**src/rtl/wdog_pkg.sv**
```systemverilog
package wdog_pkg;
  localparam int PRE_W = 3;

  typedef struct packed {
    logic             timerOn;
    logic             prescEn;
    logic [PRE_W-1:0] prescVal;
    logic             reloadStb;
  } wdogStrobe_t;

  typedef enum logic [1:0] {
    KEY_IDLE,
    KEY_GOT_ON,
    KEY_GOT_OFF
  } keyState_t;
endpackage

```
**src/rtl/wdog_ctrl.sv**
```systemverilog
module wdog_ctrl
  import wdog_pkg::*;
#(
  parameter int DATA_W     = 32,
  parameter int CNT_W      = 32,
  parameter int ADDR_W     = 3,
  parameter int POST_TICKS = 2
) (
  input  logic              clk,
  input  logic              rstN,
  input  logic              tick,
  input  logic              busWe,
  input  logic [ADDR_W-1:0] busAddr,
  input  logic [DATA_W-1:0] busWdata,
  output logic [DATA_W-1:0] busRdata,
  input  logic [CNT_W-1:0]  countVal,
  output wdogStrobe_t       ctl,
  output logic [CNT_W-1:0]  loadVal
);
  localparam int NSLOT = 4;
  localparam int AGE_W = $clog2(POST_TICKS + 1);
  localparam logic [ADDR_W-1:0] A_CTRL = ADDR_W'(0);
  localparam logic [ADDR_W-1:0] A_LOAD = ADDR_W'(1);
  localparam logic [ADDR_W-1:0] A_TRIG = ADDR_W'(2);
  localparam logic [ADDR_W-1:0] A_KEY  = ADDR_W'(3);
  localparam logic [ADDR_W-1:0] A_PEND = ADDR_W'(4);
  localparam logic [ADDR_W-1:0] A_CNT  = ADDR_W'(5);
  localparam logic [ADDR_W-1:0] A_SYS  = ADDR_W'(6);
  localparam logic [15:0] KEY_ON1  = 16'hBBBB;
  localparam logic [15:0] KEY_ON2  = 16'h4444;
  localparam logic [15:0] KEY_OFF1 = 16'hAAAA;
  localparam logic [15:0] KEY_OFF2 = 16'h5555;

  // slot order: 0 control, 1 load, 2 trigger, 3 key
  function automatic logic [ADDR_W-1:0] slotAddr(input int s);
    return ADDR_W'(s);
  endfunction

  logic [NSLOT-1:0]  pendV;
  logic [NSLOT-1:0]  applyStb;
  logic [DATA_W-1:0] shadowV [NSLOT];

  for (genvar s = 0; s < NSLOT; s++) begin : g_slot
    logic              slotPend;
    logic [AGE_W-1:0]  slotAge;
    logic [DATA_W-1:0] slotVal;

    always_ff @(posedge clk) begin
      if (!rstN) begin
        slotPend <= 1'b0;
        slotAge  <= '0;
        slotVal  <= '0;
      end else if (busWe && busAddr == slotAddr(s) && !slotPend) begin
        slotPend <= 1'b1;
        slotAge  <= AGE_W'(POST_TICKS);
        slotVal  <= busWdata;
      end else if (slotPend && tick) begin
        if (slotAge == AGE_W'(1)) slotPend <= 1'b0;
        slotAge <= slotAge - AGE_W'(1);
      end
    end

    assign pendV[s]    = slotPend;
    assign shadowV[s]  = slotVal;
    assign applyStb[s] = slotPend && tick && slotAge == AGE_W'(1);
  end

  logic [PRE_W:0]    ctrlReg;
  logic [CNT_W-1:0]  loadReg;
  logic [DATA_W-1:0] lastTrig;
  logic              timerOn;
  logic              sysCfg;
  keyState_t         keyState;
  logic [15:0]       keyWord;

  assign keyWord = shadowV[3][15:0];

  always_ff @(posedge clk) begin
    if (!rstN) begin
      ctrlReg  <= '0;
      loadReg  <= '0;
      lastTrig <= '0;
      timerOn  <= 1'b0;
      sysCfg   <= 1'b0;
      keyState <= KEY_IDLE;
    end else begin
      if (applyStb[0]) ctrlReg <= shadowV[0][PRE_W+2:2];
      if (applyStb[1]) loadReg <= shadowV[1][CNT_W-1:0];
      if (applyStb[2]) lastTrig <= shadowV[2];
      if (busWe && busAddr == A_SYS) sysCfg <= busWdata[0];
      if (applyStb[3]) begin
        unique case (keyState)
          KEY_GOT_ON: begin
            if (keyWord == KEY_ON2) timerOn <= 1'b1;
            keyState <= KEY_IDLE;
          end
          KEY_GOT_OFF: begin
            if (keyWord == KEY_OFF2) timerOn <= 1'b0;
            keyState <= KEY_IDLE;
          end
          default: begin
            if (keyWord == KEY_ON1)       keyState <= KEY_GOT_ON;
            else if (keyWord == KEY_OFF1) keyState <= KEY_GOT_OFF;
            else                          keyState <= KEY_IDLE;
          end
        endcase
      end
    end
  end

  logic [4:0] pendBits;
  assign pendBits = {pendV[3], pendV[2], pendV[1], 1'b0, pendV[0]};

  always_comb begin
    ctl.timerOn   = timerOn;
    ctl.prescEn   = ctrlReg[PRE_W];
    ctl.prescVal  = ctrlReg[PRE_W-1:0];
    ctl.reloadStb = applyStb[2] && (shadowV[2] != lastTrig);
  end
  assign loadVal = loadReg;

  always_comb begin
    busRdata = '0;
    unique case (busAddr)
      A_CTRL: busRdata = DATA_W'({ctrlReg, 2'b00});
      A_LOAD: busRdata = DATA_W'(loadReg);
      A_TRIG: busRdata = lastTrig;
      A_PEND: busRdata = DATA_W'(pendBits);
      A_CNT:  busRdata = DATA_W'(countVal);
      A_SYS:  busRdata = DATA_W'(sysCfg);
      default: busRdata = '0;
    endcase
  end

  assert_run_on_tick_R4: assert property (@(posedge clk) disable iff (!rstN)
    !$stable(timerOn) |-> $past(tick));
  assert_key_pend_src_R2: assert property (@(posedge clk) disable iff (!rstN)
    $rose(pendBits[4]) |-> $past(busWe && busAddr == A_KEY));
  assert_pend_clear_R2: assert property (@(posedge clk) disable iff (!rstN)
    $fell(pendBits[2]) |-> $past(tick));
  assert_load_stable_R3: assert property (@(posedge clk) disable iff (!rstN)
    $past(pendV[1]) && pendV[1] |-> $stable(shadowV[1]));
endmodule

```
**src/rtl/wdog_datapath.sv**
```systemverilog
module wdog_datapath
  import wdog_pkg::*;
#(
  parameter int CNT_W = 32
) (
  input  logic             clk,
  input  logic             rstN,
  input  logic             tick,
  input  wdogStrobe_t      ctl,
  input  logic [CNT_W-1:0] loadVal,
  output logic [CNT_W-1:0] countVal,
  output logic             wdtRst
);
  localparam int DIV_W = (1 << PRE_W) - 1;

  logic [DIV_W-1:0] preCnt;
  logic [DIV_W-1:0] divLimit;
  logic             cntTick;

  assign divLimit = (DIV_W'(1) << ctl.prescVal) - DIV_W'(1);
  assign cntTick  = tick && (!ctl.prescEn || preCnt == divLimit);

  always_ff @(posedge clk) begin
    if (!rstN || !ctl.prescEn) preCnt <= '0;
    else if (tick) preCnt <= (preCnt == divLimit) ? '0 : preCnt + DIV_W'(1);
  end

  always_ff @(posedge clk) begin
    if (!rstN) begin
      countVal <= '0;
      wdtRst   <= 1'b0;
    end else begin
      wdtRst <= 1'b0;
      if (ctl.reloadStb) begin
        countVal <= loadVal;
      end else if (ctl.timerOn && cntTick) begin
        if (&countVal) begin
          countVal <= loadVal;
          wdtRst   <= 1'b1;
        end else begin
          countVal <= countVal + CNT_W'(1);
        end
      end
    end
  end

  assert_rst_when_on_R9: assert property (@(posedge clk) disable iff (!rstN)
    wdtRst |-> $past(ctl.timerOn));
  assert_rst_reload_R9: assert property (@(posedge clk) disable iff (!rstN)
    wdtRst |-> countVal == $past(loadVal));
  assert_hold_off_R10: assert property (@(posedge clk) disable iff (!rstN)
    !ctl.timerOn && !ctl.reloadStb |=> $stable(countVal));
  assert_step_one_R8: assert property (@(posedge clk) disable iff (!rstN)
    !$stable(countVal) && !$past(ctl.reloadStb) && !wdtRst
      |-> countVal == $past(countVal) + CNT_W'(1));
endmodule

```
**src/rtl/wdog_keyed.sv**
```systemverilog
module wdog_keyed
  import wdog_pkg::*;
#(
  parameter int DATA_W     = 32,
  parameter int CNT_W      = 32,
  parameter int ADDR_W     = 3,
  parameter int POST_TICKS = 2
) (
  input  logic              clk,
  input  logic              rstN,
  input  logic              tick,
  input  logic              busWe,
  input  logic [ADDR_W-1:0] busAddr,
  input  logic [DATA_W-1:0] busWdata,
  output logic [DATA_W-1:0] busRdata,
  output logic              wdtRst
);
  wdogStrobe_t      ctl;
  logic [CNT_W-1:0] loadVal;
  logic [CNT_W-1:0] countVal;

  wdog_ctrl #(
    .DATA_W(DATA_W), .CNT_W(CNT_W), .ADDR_W(ADDR_W), .POST_TICKS(POST_TICKS)
  ) u_ctrl (
    .clk(clk), .rstN(rstN), .tick(tick), .busWe(busWe), .busAddr(busAddr),
    .busWdata(busWdata), .busRdata(busRdata), .countVal(countVal),
    .ctl(ctl), .loadVal(loadVal)
  );

  wdog_datapath #(.CNT_W(CNT_W)) u_dp (
    .clk(clk), .rstN(rstN), .tick(tick), .ctl(ctl), .loadVal(loadVal),
    .countVal(countVal), .wdtRst(wdtRst)
  );
endmodule

```
**config.mk**
```make
export PLATFORM = sky130hd
export DESIGN_NAME = wdog_keyed
export DESIGN_NICKNAME = d
export VERILOG_FILES = /design/src/rtl/wdog_pkg.sv /design/src/rtl/wdog_ctrl.sv /design/src/rtl/wdog_datapath.sv /design/src/rtl/wdog_keyed.sv
export SDC_FILE = /design/constraint.sdc
export NUM_CORES = 1
export LEC_CHECK = 0
export ABC_AREA = 1
export BUFFER_PORTS_ARGS = -buffer_cell sky130_fd_sc_hd__buf_2
export CAP_MARGIN = 20
export CORE_AREA = 4 4 161 178
export CTS_BUF_LIST = sky130_fd_sc_hd__clkbuf_4 sky130_fd_sc_hd__clkbuf_8 sky130_fd_sc_hd__clkbuf_16
export CTS_CLUSTER_SIZE = 28
export DETAILED_ROUTE_END_ITERATION = 8
export DIE_AREA = 0 0 165 182
export HOLD_SLACK_MARGIN = 0.05
export PLACE_DENSITY = 0.64
export SKIP_CTS_REPAIR_TIMING = 1
export SYNTH_ARGS = -nofsm -noshare
export SYNTH_HDL_FRONTEND = slang
export SYNTH_SLANG_ARGS = --single-unit
```
**constraint.sdc**
```tcl
create_clock -name clk -period 2.6 [get_ports clk]
set_input_delay 0.13 -clock clk [delete_from_list [all_inputs] [get_ports clk]]
set_output_delay 0.13 -clock clk [all_outputs]
set_load 0.01 [all_outputs]
```
; After elaboration in Yosys (flattened, before gate mapping)
; Index checks and enable logic that the tools add are counted.
; Widths: inputs -> output; s select.
[classes]
reduce_logical = 51
div_mod_pow = 0
magnitude_cmp = 0
add_sub_neg = 7
multipliers = 0
n_shift = 1
n_eq_ne = 20
bitwise = 2
mux = 32
[ops]
columns = op, count
row1 = $pmux 32 s6, 1
row2 = $mux 32, 3
row3 = $add 32x1->32 const B, 1
row4 = $eq 16x15->1 const B, 2
row5 = $eq 16x16->1 const B, 2
row6 = $ne 32x32->1, 1
row7 = $reduce_and 32->1, 1
row8 = $mux 2, 11
row9 = $logic_and 1x1->1, 20
row10 = $reduce_bool 2->1, 10
row11 = $mux 1, 15
row12 = $eq 2x1->1 const B, 5
row13 = $reduce_or 2->1, 5
row14 = $eq 3x3->1 const B, 3
row15 = $reduce_and 2->1, 4
row16 = $sub 2x1->2 const B, 4
row17 = $add 7x1->7 const B, 1
row18 = $eq 7x7->1, 1
row19 = $mux 7, 1
row20 = $shl 1x3->7 const A, 1
row21 = $sub 7x2->7 const B, 1
row22 = $eq 3x2->1 const B, 2
row23 = $logic_not 1->1, 6
row24 = $ne 2x1->1 const B, 2
row25 = 8 further kinds, 10
[totals]
reg_bits = 210
output_inout_bits = 33
romBits = 0
latchBits = 0
mem_bits_rw = 0
memories = 0
input_bits = 39

; Longest topological paths before layout
; Gate-level depths: netlist (run 1).
[logic_depth]
depth_word = 8
ltp_mapped = 15
ltp_nobuf = 13

; By module
; A second synthesis (run 1) with hierarchy kept.
[unflattened]
cells_unflattened = 1692
area_unflattened_um2 = 10904.2
[modules_own_cells]
columns = mod, instances, seq_area_each_um2, area_each_um2, cells_per_inst
row1 = wdog_ctrl, 1, 3363.2, 7249.5, 1009
row2 = wdog_datapath, 1, 800.8, 3654.8, 683

; Least setup slack after synthesis (run 1)
; Ideal clock, no wire load.
[synth_path]
kind = reg2reg
startpoint = reg u_dp.countVal[0]
endpoint = reg u_dp.countVal[11]
n_path_buf = 2
t_arrival_ns = 1.664
stages_incl_launch_ff = 15
path_slack_ns = 0.825
required_ns = 2.488
period_less_slack_ns = 1.775
cell_sequence = dfxtp_1 ha_1 nand2_2 nor2_4 nand2_2 nor2_4 nand2_4 buf_6 buf_6 nand3_1 nand2_1 nand2_1 nand2_1 nor2_1 nor2_1
[synth_via]
elab_chain_len = 4
[synth_lines]
columns = element, line
row1 = start: declaration, wdog_datapath.sv:11  ; output logic [CNT_W-1:0] countVal,
row2 = start signal: assignment, wdog_datapath.sv:35  ; countVal <= loadVal;
row3 = start signal: assignment, wdog_datapath.sv:38  ; countVal <= loadVal;
row4 = start signal: assignment, wdog_datapath.sv:41  ; countVal <= countVal + CNT_W'(1);
row5 = $add 32x1->32 or $reduce_and 32->1 (tied branches), "wdog_datapath.sv:41, wdog_datapath.sv:37"
row6 = $mux 32 (*), wdog_datapath.sv:37  ; if (&countVal) begin
row7 = $mux 32 (*), wdog_datapath.sv:36  ; end else if (ctl.timerOn && cntTick) begin
row8 = $mux 32 (*), wdog_datapath.sv:34  ; if (ctl.reloadStb) begin
; Mark *: on every way between the ends. The rest lies on a longest branch, timed or not. The select of a mux whose other input is x is not followed.
; A chain may end at the register's enable or synchronous reset.

; Worst setup path after layout (run 1)
[layout_path]
startpoint = in busAddr[0]
endpoint = out busRdata[12]
[layout_via]
elab_chain_len = 2
[layout_lines]
columns = element, line
row1 = start: declaration, wdog_keyed.sv:13  ; input logic [ADDR_W-1:0] busAddr,
row2 = "$eq 3x3->1, or another cell as far along", wdog_ctrl.sv:124  ; unique case (busAddr)
row3 = $pmux 32 s6 (*), wdog_ctrl.sv:124
row4 = end: declaration, wdog_keyed.sv:15  ; output logic [DATA_W-1:0] busRdata,
; Mark *: on every way between the ends. The rest lies on a longest branch, timed or not.

==> tab_implementation.tex, run 1 <==
\begin{tabular}{lr}
\hline
Metric & Value \\
\hline
\multicolumn{2}{l}{\textbf{Finish}} \\
\quad Final non-filler cell area & 0.0125 mm\^{}2 \\
\quad Filler-free cell count of the finished design & 2051 \\
\quad Ratio of cells with drive above 1 in the final layout & 9.98\% \\
\quad Most common cell after layout, fill and taps aside & nand2\_1 \\
\quad Inserted Diodes & 0 \\
\quad Layout overhead on the synthesized area & 18.0\% \\
\quad Most frequent cells in the layout & nand2\_1, nor2\_1, dfxtp\_1, o21ai\_0, inv\_1 \\
\quad Net count reported at finish & 1724 \\
\multicolumn{2}{l}{\textbf{Floorplanning}} \\
\quad DIE HEIGHT & 182 um \\
\quad Die outline width & 165 um \\
\quad Starting density of the core & 39.4\% \\
\quad Top Ports & 72 \\
\quad Die Footprint & 0.0300 mm\^{}2 \\
\quad Area of the core & 0.0269 mm\^{}2 \\
\quad Row count & 63 \\
\multicolumn{2}{l}{\textbf{Min path}} \\
\quad Hold path start & tick \\
\quad Hold-critical path depth & 3 \\
\quad Endpoint of the worst hold-timing path & u\_dp.preCnt[0]\$\_SDFFE\_PP0P\_ \\
\quad Class of the tightest hold or removal check & in2reg \\
\multicolumn{2}{l}{\textbf{Power}} \\
\quad Leak Pwr & 5.36 nW \\
\quad Maximum vdd drop & 0.000479 V \\
\quad Pwr/cell area & 587 mW/mm\^{}2 \\
\quad Power after layout & 7.32 mW \\
\multicolumn{2}{l}{\textbf{Global route}} \\
\quad Number of antenna violations at the first check in global routing & 0 \\
\quad Global route overflow & 0 \\
\quad Global-route wire length before repair & 51000 um \\
\quad Pin count of the biggest net entering global routing & 66 \\
\quad Number of global-route vias before repair & 9763 \\
\quad Combined global-route utilization of all metal layers & 20.7\% \\
\multicolumn{2}{l}{\textbf{Setup path}} \\
\quad Critical register-to-register path startpoint & u\_dp.countVal[0]\$\_SDFFE\_PN0P\_ \\
\quad Cell count of the worst reg-to-reg path & 13 \\
\quad Critical path's largest stage delay & 0.54 ns \\
\quad Worst EP arrival & 2.34 ns \\
\quad Slowest library cell on the worst path & dlygate4sd3\_1 \\
\quad Endpoint of the worst register-to-register path & u\_dp.countVal[15]\$\_SDFFE\_PN0P\_ \\
\quad Kind of end point of the critical path & primary output \\
\quad Required time reported for the critical path endpoint & 2.47 ns \\
\quad R2R setup slack & 0.37 ns \\
\quad Kind of start point of the critical path & input port \\
\quad Worst setup path category & in2out \\
\quad Max FO, Critical Path & 28 \\
\quad CP cell instances & dlygate4sd3\_1 -> buf\_2 -> inv\_2 -> nand2\_1 -> nor2\_1 -> inv\_1 -> buf\_4 -> o221ai\_1 -> buf\_2 \\
\quad Origin of the worst setup path & busAddr[0] \\
\quad Most numerous cell on the critical path & buf\_2 \\
\multicolumn{2}{l}{\textbf{Yosys}} \\
\quad Seq/Total Area, Yosys & 39.4\% \\
\quad Synth Instances & 1602 \\
\quad Primary flip-flop cell chosen by synthesis mapping & dfxtp\_1 \\
\quad Post-synth cell types & 42 \\
\quad Synth Cell Area & 0.0106 mm\^{}2 \\
\quad Average size of a mapped cell & 6.60 um\^{}2 \\
\quad Post-Synthesis Net Count & 1649 \\
\quad Number of synthesized flops with an enable pin & 0 \\
\quad Syn. warnings & 0 \\
\quad FFs w/ async S/R, synth & 0\% \\
\quad Number of synthesized register bits & 208 \\
\multicolumn{2}{l}{\textbf{Clock network}} \\
\quad H-tree level count & 1 \\
\quad CTS tree & yes \\
\quad Max Buffers Root-to-Sink & 3 \\
\quad Number of clock sinks & 208 \\
\quad Root Buffer Master & clkbuf\_16 \\
\quad Clock-pin transition on the worst setup and hold timing paths & 0.06 ns \\
\quad Later-pin clock latency in the skew report & 0.52 ns \\
\quad Number of CTS-inserted buffers & 24 \\
\multicolumn{2}{l}{\textbf{Route}} \\
\quad Vias per cell & 5.15 \\
\quad Total via count after detailed routing & 10562 \\
\quad DRC violation count after routing & 0 \\
\quad Total wire length & 31800 um \\
\quad Routed Antenna Nets & 0 \\
\quad First-pass detailed-route iteration total & 5 \\
\quad Starting DRC count in detailed routing & 799 \\
\quad Average detailed-routed wire length per instance & 15.5 um \\
\multicolumn{2}{l}{\textbf{Placed design}} \\
\quad Final Wtd Congestion & 0.885 \\
\quad Worst setup slack after placement & 0.377 ns \\
\quad I/O Buffers & 71 \\
\quad Hpwl dp & 22400 um \\
\quad Post-Place Cell Area & 0.0113 mm\^{}2 \\
\quad Placed cell count & 1971 \\
\multicolumn{2}{l}{\textbf{Outcome}} \\
\quad Outcome & completed \\
\multicolumn{2}{l}{\textbf{STA}} \\
\quad Maximum clock frequency & 0.404 GHz \\
\quad Minimum clock period after layout & 2.47 ns \\
\quad Setup repair after global routing missed its margin & no \\
\quad Relative slew slack & 57.2\% \\
\quad Fin Clk Skew & 0.0148 ns \\
\quad Slew at the pin closest to its max-slew limit & 0.642 ns \\
\quad Setup WS post-layout & 0.126 ns \\
\quad Sum of negative setup slack & 0 ns \\
\quad Final max-slew violation count & 0 \\
\quad Count of final hold-check violations & 0 \\
\quad \# setup viols final & 0 \\
\quad Crit share post-route & 95.1\% \\
\multicolumn{2}{l}{\textbf{Run}} \\
\quad Reported max-cap violation count & 0 \\
\hline
\end{tabular}
==> synthesized netlist by cell type (13+ instances only) <==
| cell type | n | area, um^2 |
|---|---|---|
| nor2_1 | 287 | 1080 |
| inv_1 | 144 | 541 |
| clkbuf_1 | 64 | 240 |
| nand2_1 | 352 | 1320 |
| nand3_1 | 103 | 515 |
| nand4_1 | 14 | 87.6 |
| buf_2 | 13 | 65.1 |
| dfxtp_1 | 208 | 4160 |
| xor2_1 | 16 | 140 |
| o221ai_1 | 30 | 263 |
| o21ai_0 | 167 | 836 |
| a21oi_1 | 95 | 475 |
| xnor2_1 | 29 | 254 |
==> final cells by class <==
type	instances	area, um^2
repair buffers	132	933
clock inverters	9	159
multi-input cells	1158	5510
inverters	153	574
well taps	357	447
clock buffers	34	701
fillers	2764	14400
flip-flops and latches	208	4160
==> metrics by stage <==
stage                     util, %  hold slack [ns]
after floorplan                 -            0.265
after global placement       41.9            0.369
after detailed placement     41.9            0.376
after CTS                    45.1           -0.158
after global routing         46.5           0.0727
final                        46.5           0.0605
==> registers in the layout, summed over array words and instances, names as in the netlist <==
register and count:
u_ctrl.ctrlReg 4, u_ctrl.g_slot.slotAge 8, u_ctrl.g_slot.slotPend 4, u_ctrl.g_slot.slotVal 84, u_ctrl.keyState 2, u_ctrl.lastTrig 32, u_ctrl.loadVal 32, u_ctrl.sysCfg 1
u_ctrl.timerOn 1, u_dp.countVal 32, u_dp.preCnt 7, u_dp.wdtRst 1
==> worst max-delay path by stage <==
| stage | endpoint | slack (ns) | depth (start not counted) |
|---|---|---|---|
| 2_1_floorplan | u_dp.countVal[11]$_SDFFE_PN0P_ | 0.82 | 14 |
| 3_3_place_gp | u_dp.countVal[19]$_SDFFE_PN0P_ | 0.45 | 12 |
| 3_5_place_dp | u_dp.countVal[13]$_SDFFE_PN0P_ | 0.38 | 13 |
| 4_1_cts | u_dp.countVal[23]$_SDFFE_PN0P_ | 0.35 | 13 |
| 5_1_grt | busRdata[12] | 0.1 | 9 |
| 6_report | busRdata[12] | 0.13 | 9 |
==> kinds of logic (layout without fill, tap and decap cells) <==
group / Yosys count / in the layout / share of synthesized area, %
adders and majority gates: 8 / 8 / 0.946
buffers and inverters: 236 / 328 / 8.74
xor gates and xnor gates: 45 / 45 / 3.73
muxes: 1 / 1 / 0.0946
AOI/OAI and AO/OA: 304 / 304 / 15.7
DFF: 208 / 208 / 39.4
and+or+nand+nor: 800 / 800 / 31.4
==> worst max-delay path: cells and delay by family <==
family,cells,cell delay (ns)
buf+inv,6,1.43
compound gates,1,0.46
simple gates,2,0.30
==> layer usage <==
layer  GRT usage (%)  vias up  share of wire (%)
li1                -     5333                  -
met1            29.9     4872                 46
met2            32.1      299                 45
met3            2.50       58                5.9
met4            6.49        0                3.2
met5               0        -                  0
==> power breakdown <==
| group | switching, mW | internal (mW) | leakage, nW | total, mW |
|---|---|---|---|---|
| Sequential | 0.0401 | 3.24 | 1.68 | 3.28 |
| Clock | 1.35 | 2.28 | 0.427 | 3.62 |
| Combinational | 0.266 | 0.151 | 3.25 | 0.417 |
| Total | 1.65 | 5.67 | 5.36 | 7.32 |
No activity file was read; power rests on OpenSTA's default activity.
==> inputs of run 2 (changes only) <==
Settings changed: CORE_AREA 4 4 161 178 to 2 2 159 176, DIE_AREA 0 0 165 182 to 0 0 161 178, SLEW_MARGIN set to 25.
==> tab_implementation.tex, run 2 (synthesis results as in run 1) <==
\begin{tabular}{lr}
\hline
Metric & Value \\
\hline
\multicolumn{2}{l}{\textbf{Finish}} \\
\quad Final non-filler cell area & 0.0125 mm\^{}2 \\
\quad Layout overhead on the synthesized area & 18.2\% \\
\quad Most frequent cells in the layout & nand2\_1, nor2\_1, dfxtp\_1, o21ai\_0, inv\_1 \\
\quad Register with the most flip-flops & u\_ctrl.g\_slot.slotVal \\
\quad Net count reported at finish & 1724 \\
\quad Ratio of cells with drive above 1 in the final layout & 10.0\% \\
\quad Inserted Diodes & 0 \\
\quad Number of flip-flops in the largest register & 84 \\
\quad Most common cell after layout, fill and taps aside & nand2\_1 \\
\quad Filler-free cell count of the finished design & 2052 \\
\multicolumn{2}{l}{\textbf{STA}} \\
\quad Fin Clk Skew & 0.0191 ns \\
\quad Count of final hold-check violations & 0 \\
\quad Maximum clock frequency & 0.464 GHz \\
\quad Sum of negative setup slack & 0 ns \\
\quad Slew at the pin closest to its max-slew limit & 0.667 ns \\
\quad Setup repair after global routing missed its margin & no \\
\quad \# setup viols final & 0 \\
\quad Crit share post-route & 82.9\% \\
\quad Minimum clock period after layout & 2.16 ns \\
\quad Final max-slew violation count & 0 \\
\quad Relative slew slack & 55.3\% \\
\multicolumn{2}{l}{\textbf{Clock network}} \\
\quad Number of clock sinks & 208 \\
\quad Max Buffers Root-to-Sink & 3 \\
\quad CTS tree & yes \\
\quad Clock-pin transition on the worst setup and hold timing paths & 0.06 ns \\
\quad H-tree level count & 1 \\
\quad Number of CTS-inserted buffers & 24 \\
\quad Later-pin clock latency in the skew report & 0.53 ns \\
\quad Root Buffer Master & clkbuf\_16 \\
\multicolumn{2}{l}{\textbf{Route}} \\
\quad Total wire length & 31700 um \\
\quad DRC violation count after routing & 0 \\
\quad Routed wl met3 & 1850 um \\
\quad First-pass detailed-route iteration total & 6 \\
\quad Total via count after detailed routing & 10474 \\
\quad Metal1 wirelength & 14800 um \\
\quad Vias per cell & 5.10 \\
\quad Average detailed-routed wire length per instance & 15.4 um \\
\quad Starting DRC count in detailed routing & 892 \\
\quad DR top layer & met4 \\
\quad Routed Antenna Nets & 0 \\
\quad Met2 routed WL & 14300 um \\
\multicolumn{2}{l}{\textbf{Setup path}} \\
\quad Worst EP arrival & 2.61 ns \\
\quad R2R setup slack & 0.44 ns \\
\quad Most numerous cell on the critical path & nand2\_1 \\
\quad Required time reported for the critical path endpoint & 3.06 ns \\
\quad Slowest library cell on the worst path & dfxtp\_1 \\
\quad Buffers plus inverters on the worst setup path & 1 \\
\quad Kind of end point of the critical path & flip-flop \\
\quad Gate family responsible for the most delay along the worst path & simple AND/OR/NAND/NOR gates \\
\quad Worst setup path category & reg2reg \\
\quad CP cell instances & ha\_1 -> nand2\_2 -> nor2\_4 -> nand2\_2 -> nor2\_4 -> nand2\_4 -> inv\_2 -> nand2\_1 -> nand2\_1 -> nand2\_1 -> nand2\_1 -> nor2\_1 -> nor2\_1 \\
\quad Kind of start point of the critical path & flip-flop \\
\quad Critical path's largest stage delay & 0.42 ns \\
\quad Max FO, Critical Path & 19 \\
\multicolumn{2}{l}{\textbf{Placed design}} \\
\quad Post-Place Cell Area & 0.0113 mm\^{}2 \\
\quad I/O Buffers & 71 \\
\quad Hpwl dp & 22100 um \\
\quad Final Wtd Congestion & 0.931 \\
\quad Placed cell count & 1971 \\
\multicolumn{2}{l}{\textbf{Power}} \\
\quad Maximum vdd drop & 0.000417 V \\
\quad Leak Pwr & 5.37 nW \\
\quad Power after layout & 7.28 mW \\
\quad Pwr/cell area & 582 mW/mm\^{}2 \\
\quad Clk pwr share & 49.1\% \\
\quad Combinational share of power & 5.8\% \\
\quad Cell-internal power & 5.58 mW \\
\quad Switching share of power & 23.4\% \\
\quad Power dissipated by switching net loads & 1.70 mW \\
\quad Sequential group share of total power & 45.0\% \\
\multicolumn{2}{l}{\textbf{Min path}} \\
\quad Class of the tightest hold or removal check & in2reg \\
\multicolumn{2}{l}{\textbf{Outcome}} \\
\quad Outcome & completed \\
\multicolumn{2}{l}{\textbf{Global route}} \\
\quad Pin count of the biggest net entering global routing & 66 \\
\quad Combined global-route utilization of all metal layers & 21.7\% \\
\quad Global route overflow & 0 \\
\quad Number of global-route vias before repair & 9716 \\
\quad Global-route wire length before repair & 50900 um \\
\quad Number of antenna violations at the first check in global routing & 0 \\
\multicolumn{2}{l}{\textbf{Run}} \\
\quad Reported max-cap violation count & 0 \\
\multicolumn{2}{l}{\textbf{Floorplanning}} \\
\quad Area of the core & 0.0268 mm\^{}2 \\
\quad Row count & 63 \\
\quad Die outline width & 161 um \\
\quad Die Footprint & 0.0287 mm\^{}2 \\
\quad Starting density of the core & 39.5\% \\
\quad DIE HEIGHT & 178 um \\
\quad Top Ports & 72 \\
\hline
\end{tabular}
[run 2: cell types whose count changed in the layout (fill, tap and decap cells not counted), sizes merged]
| cell | previous run | this run |
|---|---|---|
| clkbuf | 34 | 31 |
| clkinv | 7 | 10 |
| inv | 150 | 152 |
| bufinv | 4 | 3 |
[run 2: worst reg2reg max path, stage by stage, from the launching register on]
cell	delay, ns
dfxtp_1	0.42
ha_1	0.21
nand2_2	0.08
nor2_4	0.13
nand2_2	0.11
nor2_4	0.24
nand2_4	0.20
inv_2	0.28
nand2_1	0.08
nand2_1	0.08
nand2_1	0.06
nand2_1	0.08
nor2_1	0.04
nor2_1	0.07
[run 2: path summary, 6_finish.rpt]
| kind | startpoint | endpoint | depth (start not counted) |
|---|---|---|---|
| worst max-delay path | u_dp.countVal[0]$_SDFFE_PN0P_ | u_dp.countVal[31]$_SDFFE_PN0P_ | 13 |
| worst min-delay path | busAddr[2] | u_ctrl.g_slot[0].slotPend$_SDFFE_PN0P_ | 4 |
| worst max register to register | u_dp.countVal[0]$_SDFFE_PN0P_ | u_dp.countVal[31]$_SDFFE_PN0P_ | 13 |
| worst min register to register | u_ctrl.g_slot[2].slotVal[21]$_SDFFE_PN0P_ | u_ctrl.g_slot[2].slotVal[21]$_SDFFE_PN0P_ | 2 |
[run 2: cell type report]
| type | instances | area [um^2] |
|---|---|---|
| fillers | 2757 | 14300 |
| clock inverters | 13 | 164 |
| clock buffers | 31 | 691 |
| repair buffers | 132 | 958 |
| well taps | 357 | 447 |
| multi-input cells | 1158 | 5510 |
| inverters | 153 | 574 |
| flip-flops and latches | 208 | 4160 |
[run 2: power by group through the flow]
stage,Clock (mW),Sequential [mW],Combinational [mW]
global placement,0,3.35,0.372
CTS,3.65,3.28,0.377
detailed placement,0,3.35,0.374
floorplan,0,3.34,0.231
finish,3.58,3.28,0.423
global route,3.78,3.28,0.471
[run 2: stage by stage]
| step | worst slack [ns] | hold slack [ns] | utilization, % |
|---|---|---|---|
| detailed placement | 0.488 | 0.380 | 42.1 |
| CTS | 0.456 | -0.155 | 45.3 |
| global placement | 0.521 | 0.373 | 42.1 |
| global route | 0.205 | 0.0613 | 46.7 |
| floorplan | 0.825 | 0.265 | - |
| finish | 0.444 | 0.0264 | 46.7 |
[run 2: per-layer routing]
layer | vias to the layer above | track usage (%)
met5 | - | 0
met4 | 0 | 6.14
met3 | 52 | 2.35
met2 | 296 | 35.1
met1 | 4794 | 30.8
li1 | 5332 | -
==> inputs of run 3 (changes only) <==
Clock period 2.6 ns to 2.1 ns, I/O delays scaled along.
==> tab_implementation.tex, run 3 (synthesis results as in run 1) <==
\begin{tabular}{lr}
\hline
Metric & Value \\
\hline
\multicolumn{2}{l}{\textbf{STA}} \\
\quad Count of final hold-check violations & 0 \\
\quad Worst hold slack after final layout & 0.0337 ns \\
\quad Fin Clk Skew & 0.00919 ns \\
\quad Crit share post-route & 91.4\% \\
\quad Slew at the pin closest to its max-slew limit & 0.590 ns \\
\quad Maximum clock frequency & 0.521 GHz \\
\quad \# setup viols final & 0 \\
\quad Sum of negative setup slack & 0 ns \\
\quad Minimum clock period after layout & 1.92 ns \\
\quad Final max-slew violation count & 0 \\
\quad Relative slew slack & 60.7\% \\
\multicolumn{2}{l}{\textbf{Route}} \\
\quad Average detailed-routed wire length per instance & 15.7 um \\
\quad DRC violation count after routing & 0 \\
\quad Starting DRC count in detailed routing & 685 \\
\quad Total via count after detailed routing & 10659 \\
\quad Vias per cell & 5.15 \\
\quad Routed Antenna Nets & 0 \\
\quad First-pass detailed-route iteration total & 5 \\
\quad Total wire length & 32500 um \\
\multicolumn{2}{l}{\textbf{Finish}} \\
\quad Net count reported at finish & 1744 \\
\quad Number of flip-flops in the largest register & 84 \\
\quad Filler-free cell count of the finished design & 2069 \\
\quad Register with the most flip-flops & u\_ctrl.g\_slot.slotVal \\
\quad Most frequent cells in the layout & nand2\_1, nor2\_1, dfxtp\_1, o21ai\_0, inv\_1 \\
\quad Ratio of cells with drive above 1 in the final layout & 11.2\% \\
\quad Layout overhead on the synthesized area & 19.6\% \\
\quad Most common cell after layout, fill and taps aside & nand2\_1 \\
\quad Inserted Diodes & 0 \\
\quad Utilization after layout & 47.2\% \\
\multicolumn{2}{l}{\textbf{Min path}} \\
\quad Hold path start & busAddr[2] \\
\quad Class of the tightest hold or removal check & in2reg \\
\quad Hold-critical path depth & 4 \\
\quad Endpoint of the worst hold-timing path & u\_ctrl.g\_slot[0].slotPend\$\_SDFFE\_PN0P\_ \\
\multicolumn{2}{l}{\textbf{Floorplanning}} \\
\quad Die Footprint & 0.0287 mm\^{}2 \\
\quad Area of the core & 0.0268 mm\^{}2 \\
\quad Starting density of the core & 39.5\% \\
\quad DIE HEIGHT & 178 um \\
\quad Die outline width & 161 um \\
\quad Row count & 63 \\
\quad Top Ports & 72 \\
\multicolumn{2}{l}{\textbf{Run}} \\
\quad Reported max-cap violation count & 0 \\
\multicolumn{2}{l}{\textbf{Clock network}} \\
\quad Number of CTS-inserted buffers & 23 \\
\quad H-tree level count & 1 \\
\quad Root Buffer Master & clkbuf\_16 \\
\quad CTS tree & yes \\
\quad Clock-pin transition on the worst setup and hold timing paths & 0.06 ns \\
\quad Later-pin clock latency in the skew report & 0.52 ns \\
\quad Max Buffers Root-to-Sink & 3 \\
\quad Number of clock sinks & 208 \\
\multicolumn{2}{l}{\textbf{Power}} \\
\quad Maximum vdd drop & 0.000529 V \\
\quad Leak Pwr & 5.47 nW \\
\quad Power after layout & 8.91 mW \\
\quad Pwr/cell area & 704 mW/mm\^{}2 \\
\multicolumn{2}{l}{\textbf{Global route}} \\
\quad Met1 track demand over resource & 31.4\% \\
\quad Pin count of the biggest net entering global routing & 65 \\
\quad Met2 track demand over resource in global routing & 35.1\% \\
\quad Combined global-route utilization of all metal layers & 22.0\% \\
\quad Number of antenna violations at the first check in global routing & 0 \\
\quad Number of global-route vias before repair & 9590 \\
\quad Global route overflow & 0 \\
\quad GRT Max-Usage Layer & met2 \\
\quad Global Route met3 Usage & 2.51\% \\
\quad Global-route wire length before repair & 51200 um \\
\multicolumn{2}{l}{\textbf{Setup path}} \\
\quad Worst EP arrival & 2.33 ns \\
\quad Kind of start point of the critical path & flip-flop \\
\quad Endpoint of the worst register-to-register path & u\_dp.countVal[9]\$\_SDFFE\_PN0P\_ \\
\quad Max FO, Critical Path & 20 \\
\quad Required time reported for the critical path endpoint & 2.51 ns \\
\quad Kind of end point of the critical path & flip-flop \\
\quad Critical register-to-register path startpoint & u\_dp.countVal[0]\$\_SDFFE\_PN0P\_ \\
\quad R2R setup slack & 0.18 ns \\
\quad Worst setup path category & reg2reg \\
\quad Cell count of the worst reg-to-reg path & 13 \\
\multicolumn{2}{l}{\textbf{Placed design}} \\
\quad Final Wtd Congestion & 0.946 \\
\quad Placed cell count & 1994 \\
\quad Hpwl dp & 22900 um \\
\quad I/O Buffers & 71 \\
\multicolumn{2}{l}{\textbf{Outcome}} \\
\quad Outcome & completed \\
\hline
\end{tabular}
## run 3: changes by cell type in the layout (fill, tap and decap cells not counted), moves of 2 or more
| cell | previous run | this run |
|---|---|---|
| clkbuf_4 | 1 | 4 |
| dfxtp_2 | 0 | 2 |
| buf_12 | 4 | 7 |
| buf_4 | 21 | 41 |
| clkbuf_8 | 6 | 3 |
| clkinv_2 | 6 | 4 |
| dlygate4sd3_1 | 37 | 35 |
| dfxtp_1 | 208 | 206 |
## run 3: power by group
part           switching [mW]  internal [mW]  leakage [nW]  total (mW)
combinational           0.334          0.191          3.38       0.525
clock                    1.67           2.66         0.400        4.33
sequential             0.0480           4.01          1.68        4.06
## run 3: area by class of cell
type	instances	area (um^2)
inverters	153	574
flip-flops and latches	208	4170
clock inverters	10	156
repair buffers	153	1150
well taps	357	447
multi-input cells	1158	5520
fillers	2750	14100
clock buffers	30	647
## run 3: worst max path at each step
| stage | from | endpoint |
|---|---|---|
| floorplan | u_dp.countVal[0]$_SDFFE_PN0P_ | u_dp.countVal[11]$_SDFFE_PN0P_ |
| CTS | u_dp.countVal[0]$_SDFFE_PN0P_ | u_dp.countVal[9]$_SDFFE_PN0P_ |
| finish | u_dp.countVal[0]$_SDFFE_PN0P_ | u_dp.countVal[9]$_SDFFE_PN0P_ |
| global route | u_dp.countVal[4]$_SDFFE_PN0P_ | u_dp.countVal[18]$_SDFFE_PN0P_ |
| global placement | u_dp.countVal[0]$_SDFFE_PN0P_ | u_dp.countVal[3]$_SDFFE_PN0P_ |
| detailed placement | u_dp.countVal[0]$_SDFFE_PN0P_ | u_dp.countVal[9]$_SDFFE_PN0P_ |
## run 3: through the flow
step	cell area, um^2	setup slack [ns]
floorplan	10600	0.325
global placement	11500	0.155
detailed placement	11500	0.148
CTS	12300	0.125
global route	12700	-0.00122
finish	12700	0.180
## run 3: worst max-delay path, cell delays in order, from the launching register on
cell,delay [ns]
dfxtp_2,0.37
ha_1,0.21
nand2_2,0.09
nor2_4,0.16
nand2_2,0.12
nor2_4,0.15
nand2_4,0.06
buf_4,0.21
nand2_1,0.12
o21ai_0,0.08
nand2_1,0.07
nand2_1,0.05
nor2_1,0.08
nor2_1,0.04
## run 3: routing by layer
metal | wire length [um] | vias to the layer above
li1 | - | 5364
met1 | 15500 | 4962
met2 | 14500 | 275
met3 | 1730 | 58
met4 | 850 | 0
met5 | 0 | -
